[config.mk]
export PLATFORM = sky130hd
export DESIGN_NAME = icp_cmd_port
export DESIGN_NICKNAME = d
export VERILOG_FILES = /design/src/rtl/icp_pkg.sv /design/src/rtl/icp_wr_decode.sv /design/src/rtl/icp_rd_mux.sv /design/src/rtl/icp_cmd_port.sv
export SDC_FILE = /design/constraint.sdc
export NUM_CORES = 1
export LEC_CHECK = 0
export BUFFER_PORTS_ARGS = -buffer_cell sky130_fd_sc_hd__buf_2
export CORE_MARGIN = 2
export CORE_UTILIZATION = 52
export DETAILED_ROUTE_END_ITERATION = 10
export GPL_ROUTABILITY_DRIVEN = 0
export PLACE_DENSITY = 0.8
export SETUP_SLACK_MARGIN = 0.5
export SYNTH_ARGS = -nofsm -noshare
export SYNTH_HDL_FRONTEND = slang
export SYNTH_SLANG_ARGS = --single-unit
export TNS_END_PERCENT = 5
[constraint.sdc]
create_clock -name clk -period 1.8 [get_ports clk]
set_input_delay 0 -clock clk [delete_from_list [all_inputs] [get_ports clk]]
set_output_delay 0 -clock clk [all_outputs]
set_load 0.01 [all_outputs]
[src/rtl/icp_pkg.sv]
package icp_pkg;
    localparam int NIN = 8;
    localparam int IW  = $clog2(NIN);
    localparam int DW  = 8;
    localparam int VBW = DW - IW;

    // bit positions of the address-0 word
    localparam int B_INIT = 4;
    localparam int B_CTRL = 3;
    localparam int B_POLL = 2;
    localparam int B_SELW = 1;
    localparam int B_SELV = 0;
    localparam int B_SMW  = 6;
    localparam int B_SMV  = 5;
    localparam int B_N4   = 0;
    // bit positions of the fourth setup word
    localparam int B_NEST = 4;
    localparam int B_AUTO = 1;

    typedef enum logic [1:0] {
        ST_NORM = 2'd0,
        ST_BASE = 2'd1,
        ST_W3   = 2'd2,
        ST_W4   = 2'd3
    } setup_e;

    typedef struct packed {
        logic           do_init;
        logic           need4_v;
        logic           poll_arm;
        logic           sel_we;
        logic           sel_v;
        logic           sm_we;
        logic           sm_v;
        logic           rot_we;
        logic           rot_v;
        logic [NIN-1:0] clr_vec;
        logic           ofs_we;
        logic [IW-1:0]  ofs_v;
        logic           mask_we;
        logic           vbase_we;
        logic           mode_we;
        setup_e         st_nx;
    } wr_act_t;

    typedef struct packed {
        logic           init_pulse;
        logic [NIN-1:0] isr_clr;
        logic [NIN-1:0] irr_clr;
        logic           ofs_set;
        logic [IW-1:0]  ofs_val;
        logic [DW-1:0]  mask;
        logic [VBW-1:0] vbase;
        logic           aeoi;
        logic           sfnm;
        logic           rot;
        logic           smask;
        logic           sel;
        logic           poll;
        logic           need4;
        setup_e         st;
        logic [DW-1:0]  rdata;
    } port_st_t;
endpackage

[src/rtl/icp_wr_decode.sv]
module icp_wr_decode
    import icp_pkg::*;
(
    input  logic          wr_en,
    input  logic          addr,
    input  logic [DW-1:0] wdata,
    input  setup_e        st,
    input  logic          need4,
    input  logic          top_isr_vld,
    input  logic [IW-1:0] top_isr_num,
    output wr_act_t       act
);
    localparam logic [NIN-1:0] ONE = {{(NIN-1){1'b0}}, 1'b1};

    logic [2:0]    code;
    logic [IW-1:0] dsel;

    assign code = wdata[DW-1:DW-3];
    assign dsel = wdata[IW-1:0];

    always_comb begin
        act          = '0;
        act.st_nx    = st;
        if (wr_en && !addr) begin
            if (wdata[B_INIT]) begin
                act.do_init = 1'b1;
                act.need4_v = wdata[B_N4];
                act.st_nx   = ST_BASE;
            end else if (wdata[B_CTRL]) begin
                act.poll_arm = wdata[B_POLL];
                act.sel_we   = wdata[B_SELW];
                act.sel_v    = wdata[B_SELV];
                act.sm_we    = wdata[B_SMW];
                act.sm_v     = wdata[B_SMV];
            end else begin
                unique case (code)
                    3'd0, 3'd4: begin
                        act.rot_we = 1'b1;
                        act.rot_v  = code[2];
                    end
                    3'd1, 3'd5: begin
                        if (top_isr_vld) begin
                            act.clr_vec = ONE << top_isr_num;
                            act.ofs_we  = code[2];
                            act.ofs_v   = code[2] ? top_isr_num + 1'b1 : '0;
                        end
                    end
                    3'd3: act.clr_vec = ONE << dsel;
                    3'd6: begin
                        act.ofs_we = 1'b1;
                        act.ofs_v  = dsel + 1'b1;
                    end
                    3'd7: begin
                        act.clr_vec = ONE << dsel;
                        act.ofs_we  = 1'b1;
                        act.ofs_v   = dsel + 1'b1;
                    end
                    default: ;
                endcase
            end
        end else if (wr_en && addr) begin
            unique case (st)
                ST_NORM: act.mask_we = 1'b1;
                ST_BASE: begin
                    act.vbase_we = 1'b1;
                    act.st_nx    = ST_W3;
                end
                ST_W3:   act.st_nx = need4 ? ST_W4 : ST_NORM;
                ST_W4: begin
                    act.mode_we = 1'b1;
                    act.st_nx   = ST_NORM;
                end
                default: act.st_nx = ST_NORM;
            endcase
        end
    end
endmodule

[src/rtl/icp_rd_mux.sv]
module icp_rd_mux
    import icp_pkg::*;
(
    input  logic           rd_en,
    input  logic           addr,
    input  logic           poll,
    input  logic           sel,
    input  logic [DW-1:0]  mask,
    input  logic [NIN-1:0] req_vec,
    input  logic [NIN-1:0] isr_vec,
    input  logic           best_vld,
    input  logic [IW-1:0]  best_num,
    output logic [DW-1:0]  rd_val,
    output logic [NIN-1:0] poll_clr
);
    localparam logic [NIN-1:0] ONE = {{(NIN-1){1'b0}}, 1'b1};
    localparam logic [DW-1:0]  NONE_CODE = {{(DW-IW){1'b0}}, {IW{1'b1}}};

    always_comb begin
        rd_val   = '0;
        poll_clr = '0;
        if (rd_en) begin
            if (poll) begin
                if (best_vld) begin
                    rd_val   = {{(DW-IW){1'b0}}, best_num};
                    poll_clr = ONE << best_num;
                end else begin
                    rd_val = NONE_CODE;
                end
            end else if (addr) begin
                rd_val = mask;
            end else begin
                rd_val = sel ? isr_vec : req_vec;
            end
        end
    end
endmodule

[src/rtl/icp_cmd_port.sv]
module icp_cmd_port
    import icp_pkg::*;
(
    input  logic           clk,
    input  logic           rst_n,
    input  logic           wr_en,
    input  logic           rd_en,
    input  logic           addr,
    input  logic [DW-1:0]  wdata,
    output logic [DW-1:0]  rdata,
    input  logic [NIN-1:0] req_vec,
    input  logic [NIN-1:0] isr_vec,
    input  logic           best_vld,
    input  logic [IW-1:0]  best_num,
    input  logic           top_isr_vld,
    input  logic [IW-1:0]  top_isr_num,
    output logic           init_pulse,
    output logic [NIN-1:0] isr_clr,
    output logic [NIN-1:0] irr_clr,
    output logic           ofs_set,
    output logic [IW-1:0]  ofs_val,
    output logic [DW-1:0]  mask_o,
    output logic [VBW-1:0] vbase_o,
    output logic           aeoi_o,
    output logic           sfnm_o,
    output logic           rot_aeoi_o,
    output logic           spec_mask_o
);
    port_st_t       cur_q, nxt_d;
    wr_act_t        act;
    logic [DW-1:0]  rd_val;
    logic [NIN-1:0] poll_clr;

    icp_wr_decode u_dec (
        .wr_en       (wr_en),
        .addr        (addr),
        .wdata       (wdata),
        .st          (cur_q.st),
        .need4       (cur_q.need4),
        .top_isr_vld (top_isr_vld),
        .top_isr_num (top_isr_num),
        .act         (act)
    );

    icp_rd_mux u_rd (
        .rd_en    (rd_en),
        .addr     (addr),
        .poll     (cur_q.poll),
        .sel      (cur_q.sel),
        .mask     (cur_q.mask),
        .req_vec  (req_vec),
        .isr_vec  (isr_vec),
        .best_vld (best_vld),
        .best_num (best_num),
        .rd_val   (rd_val),
        .poll_clr (poll_clr)
    );

    always_comb begin
        nxt_d            = cur_q;
        nxt_d.init_pulse = act.do_init;
        nxt_d.isr_clr    = poll_clr | act.clr_vec;
        nxt_d.irr_clr    = poll_clr;
        nxt_d.ofs_set    = act.ofs_we;
        nxt_d.ofs_val    = act.ofs_we ? act.ofs_v : '0;
        nxt_d.st         = act.st_nx;
        if (rd_en) begin
            nxt_d.rdata = rd_val;
            if (cur_q.poll) nxt_d.poll = 1'b0;
        end
        if (act.do_init) begin
            nxt_d.mask  = '0;
            nxt_d.vbase = '0;
            nxt_d.aeoi  = 1'b0;
            nxt_d.sfnm  = 1'b0;
            nxt_d.rot   = 1'b0;
            nxt_d.smask = 1'b0;
            nxt_d.sel   = 1'b0;
            nxt_d.poll  = 1'b0;
            nxt_d.need4 = act.need4_v;
        end
        if (act.poll_arm) nxt_d.poll  = 1'b1;
        if (act.sel_we)   nxt_d.sel   = act.sel_v;
        if (act.sm_we)    nxt_d.smask = act.sm_v;
        if (act.rot_we)   nxt_d.rot   = act.rot_v;
        if (act.mask_we)  nxt_d.mask  = wdata;
        if (act.vbase_we) nxt_d.vbase = wdata[DW-1:IW];
        if (act.mode_we) begin
            nxt_d.sfnm = wdata[B_NEST];
            nxt_d.aeoi = wdata[B_AUTO];
        end
    end

    always_ff @(posedge clk) begin
        if (!rst_n) begin
            cur_q    <= '0;
            cur_q.st <= ST_NORM;
        end else begin
            cur_q <= nxt_d;
        end
    end

    assign rdata       = cur_q.rdata;
    assign init_pulse  = cur_q.init_pulse;
    assign isr_clr     = cur_q.isr_clr;
    assign irr_clr     = cur_q.irr_clr;
    assign ofs_set     = cur_q.ofs_set;
    assign ofs_val     = cur_q.ofs_val;
    assign mask_o      = cur_q.mask;
    assign vbase_o     = cur_q.vbase;
    assign aeoi_o      = cur_q.aeoi;
    assign sfnm_o      = cur_q.sfnm;
    assign rot_aeoi_o  = cur_q.rot;
    assign spec_mask_o = cur_q.smask;
endmodule

==> out/results.tsv <==
metric	value	unit
antenna_cells	0	
cts_inserted_buffers	5	
seq_area_frac_synth	35.8	%
power.density	731	mW/mm2
postRouteWirelength	5840	um
hold_path.class	primary input to flop	
start_util	54.9	%
regArea	0.00103	mm2
via_per_inst	5.28	
wire_per_inst	14.0	um
cts_tree	yes	
antenna_found_initial	0	
fmax	741	MHz
power.leakage	1.41	nW
area_growth_syn_to_layout	8.72	%
drc	0	
grt_use_total	20.0	%
ys.flop_type	dfxtp_1	
synth_top_area_cell	dfxtp_1	
synth.most_common_cell	dfxtp_1	
p_sw_share	25.2	%
critPathKind	flop to flop	
final_area	0.00310	mm2
start_kind	flop	
port_buffers	82	
cts_max_level	2	
postSynthAreaPerCell	9.21	um2
clkPwrFrac	34.8	%
min_period_over_period	75.0	%
async_flop_share	0	%
fp.dieArea	0.00610	mm2
p_total	2.27	mW
power_frac_seq	51.6	%
switching_power	0.571	mW
drv_slew	0	
fin_setup_tns	0	ns
synthTopCellsByCount	dfxtp_1 (51), buf_4 (44), nor2_1 (38)	
fin_crit	1.35	ns
synth_edf_count	0	
grt_overflow	0	
relSlewSlack	68.5	%
tightest_slew	0.472	ns
ys_warn_count	0	
synth_area	0.00286	mm2
path_max_fanout	4	
rows	26	
ant_nets	0	
reg2reg_slack	0.45	ns
multi_input_area	0.00140	mm2
cts_sinks	51	
hold_violations	0	
drive_above_1_share	39.9	%
grt_pass1_wl	9650	um
clkTransAtPathRegs	0.09	ns
grt_max_degree	28	
synthCells	310	
chipWidth	78.1	um
synth_top_cell_area_share	35.8	%
first_pass_iters	4	
grt_pass1_vias	2027	
clock-skew-final	0.00559	ns
die_h	78.1	um
status	complete, no violations	
setup_viol	0	
placed_cell_area	0.00297	mm2
clk_root_buffer_cell	clkbuf_8	
end_kind	flop	
rsz0062_at_grt	yes	
ir_drop	0.416	mV
fillers	467	
worstPathArrival	1.53	ns
synth_cell_types	49	
cts_buffer_depth	2	
hpwlAfterDp	4410	um
worstPathRequired	1.98	ns
power_frac_comb	13.6	%
synth_area_leaders	dfxtp_1 (36%), buf_4 (12%), ha_1 (7.0%)	
ios	83	
drt_iter0_markers	80	
via_count	2208	
fin_util	59.6	%
ys_ff_latch	51	
clock_latency	0.30	ns
nNetsFinal	400	
syn_nets	363	
maxCapViolCount	0	
core-area	0.00520	mm2
intPower	1.70	mW
## power groups by stage
stage                     Clock, mW  Combinational [mW]  Sequential (mW)
final                         0.789               0.308             1.17
after global placement            0               0.296             1.20
after detailed placement          0               0.304             1.20
after global routing          0.864               0.342             1.17
after CTS                     0.810               0.309             1.17
after floorplan                   0               0.229             1.19
## per-layer routing
layer  global-route usage, %  share of wire (%)  up-vias
li1                        -                  -     1105
met1                    25.3                 44     1029
met2                    33.5                 49       70
met3                    4.14                6.2        4
met4                    7.89                1.1        0
met5                       0                  0        -
## registers in the layout, summed over array words and instances (netlist names)
register,cells
ofs_val,3
rot_aeoi_o,1
sfnm_o,1
init_pulse,1
vbase_o,5
mask_o,8
cur_q,5
isr_clr,8
spec_mask_o,1
aeoi_o,1
irr_clr,8
rdata,8
ofs_set,1
## cell usage in the layout (no fill, tap or decap), types with 2 or more instances in the layout
cell type / instances
a211oi_1: 3
ha_1: 16
a21oi_1: 8
o22ai_1: 9
a22oi_1: 2
o21ai_1: 5
and3_4: 2
a21oi_2: 3
mux2_2: 8
nor2_1: 38
o22ai_2: 2
or3_4: 2
nor3_1: 2
nand2b_1: 3
nand4_1: 4
clkbuf_8: 5
nand3_1: 15
a22oi_2: 13
nand2_1: 21
buf_2: 82
mux2i_1: 6
a21o_1: 3
inv_1: 11
dfxtp_1: 47
o21ai_0: 5
nor2_8: 2
dfxtp_2: 4
o32a_1: 3
## area by class of cell
cell class              count  share of cell area [%]
clock buffers               5                    2.22
repair buffers             84                    13.8
well taps                  70                    2.82
inverters                  13                    1.65
clock inverters             3                    1.41
multi-input cells         192                    45.1
flip-flops and latches     51                    33.1
## stage by stage
| step | std cells | hold WS, ns | setup WS [ns] |
|---|---|---|---|
| 2_1_floorplan | 310 | 0.136 | 0.514 |
| 3_5_place_dp | 409 | 0.328 | 0.247 |
| 3_3_place_gp | 409 | 0.317 | 0.317 |
| 6_report | 418 | 0.0163 | 0.450 |
| 4_1_cts | 418 | 0.0115 | 0.448 |
| 5_1_grt | 418 | 0.0242 | 0.378 |
## critical path: stages, from the launching register on
cell and delay (ns):
dfxtp_2 0.37, inv_1 0.06, ha_1 0.29, nor2_1 0.05
a21oi_2 0.20, mux2i_1 0.21, nor2_1 0.05
## final timing paths
kind	startpoint	to	cells past startpoint
max reg2reg	cur_q[8]	cur_q[8]	6
min	wdata[2]	cur_q[11]	3
max	cur_q[8]	cur_q[8]	6
min reg2reg	rdata[4]	rdata[4]	2
## what timing repair did
item                                   4_1_cts  5_1_grt
endpoints found under the hold margin        1        0
pin swaps                                    1        0
setup buffers                                0        0
setup endpoints to repair                   24       23
gates resized for setup                      6        1
hold buffers                                 1        0
## logic make-up (layout without fill, tap and decap cells)
logic type	count (synthesis)	count (layout)	share of synthesized area (%)
buffers and inverters	67	105	15.5
AOI/OAI and AO/OA	60	60	17.0
adders and majority gates	16	16	7.01
muxes	14	14	5.26
DFF	51	51	35.8
and+or+nand+nor	102	102	19.5
No activity file was read; power rests on OpenSTA's default activity.
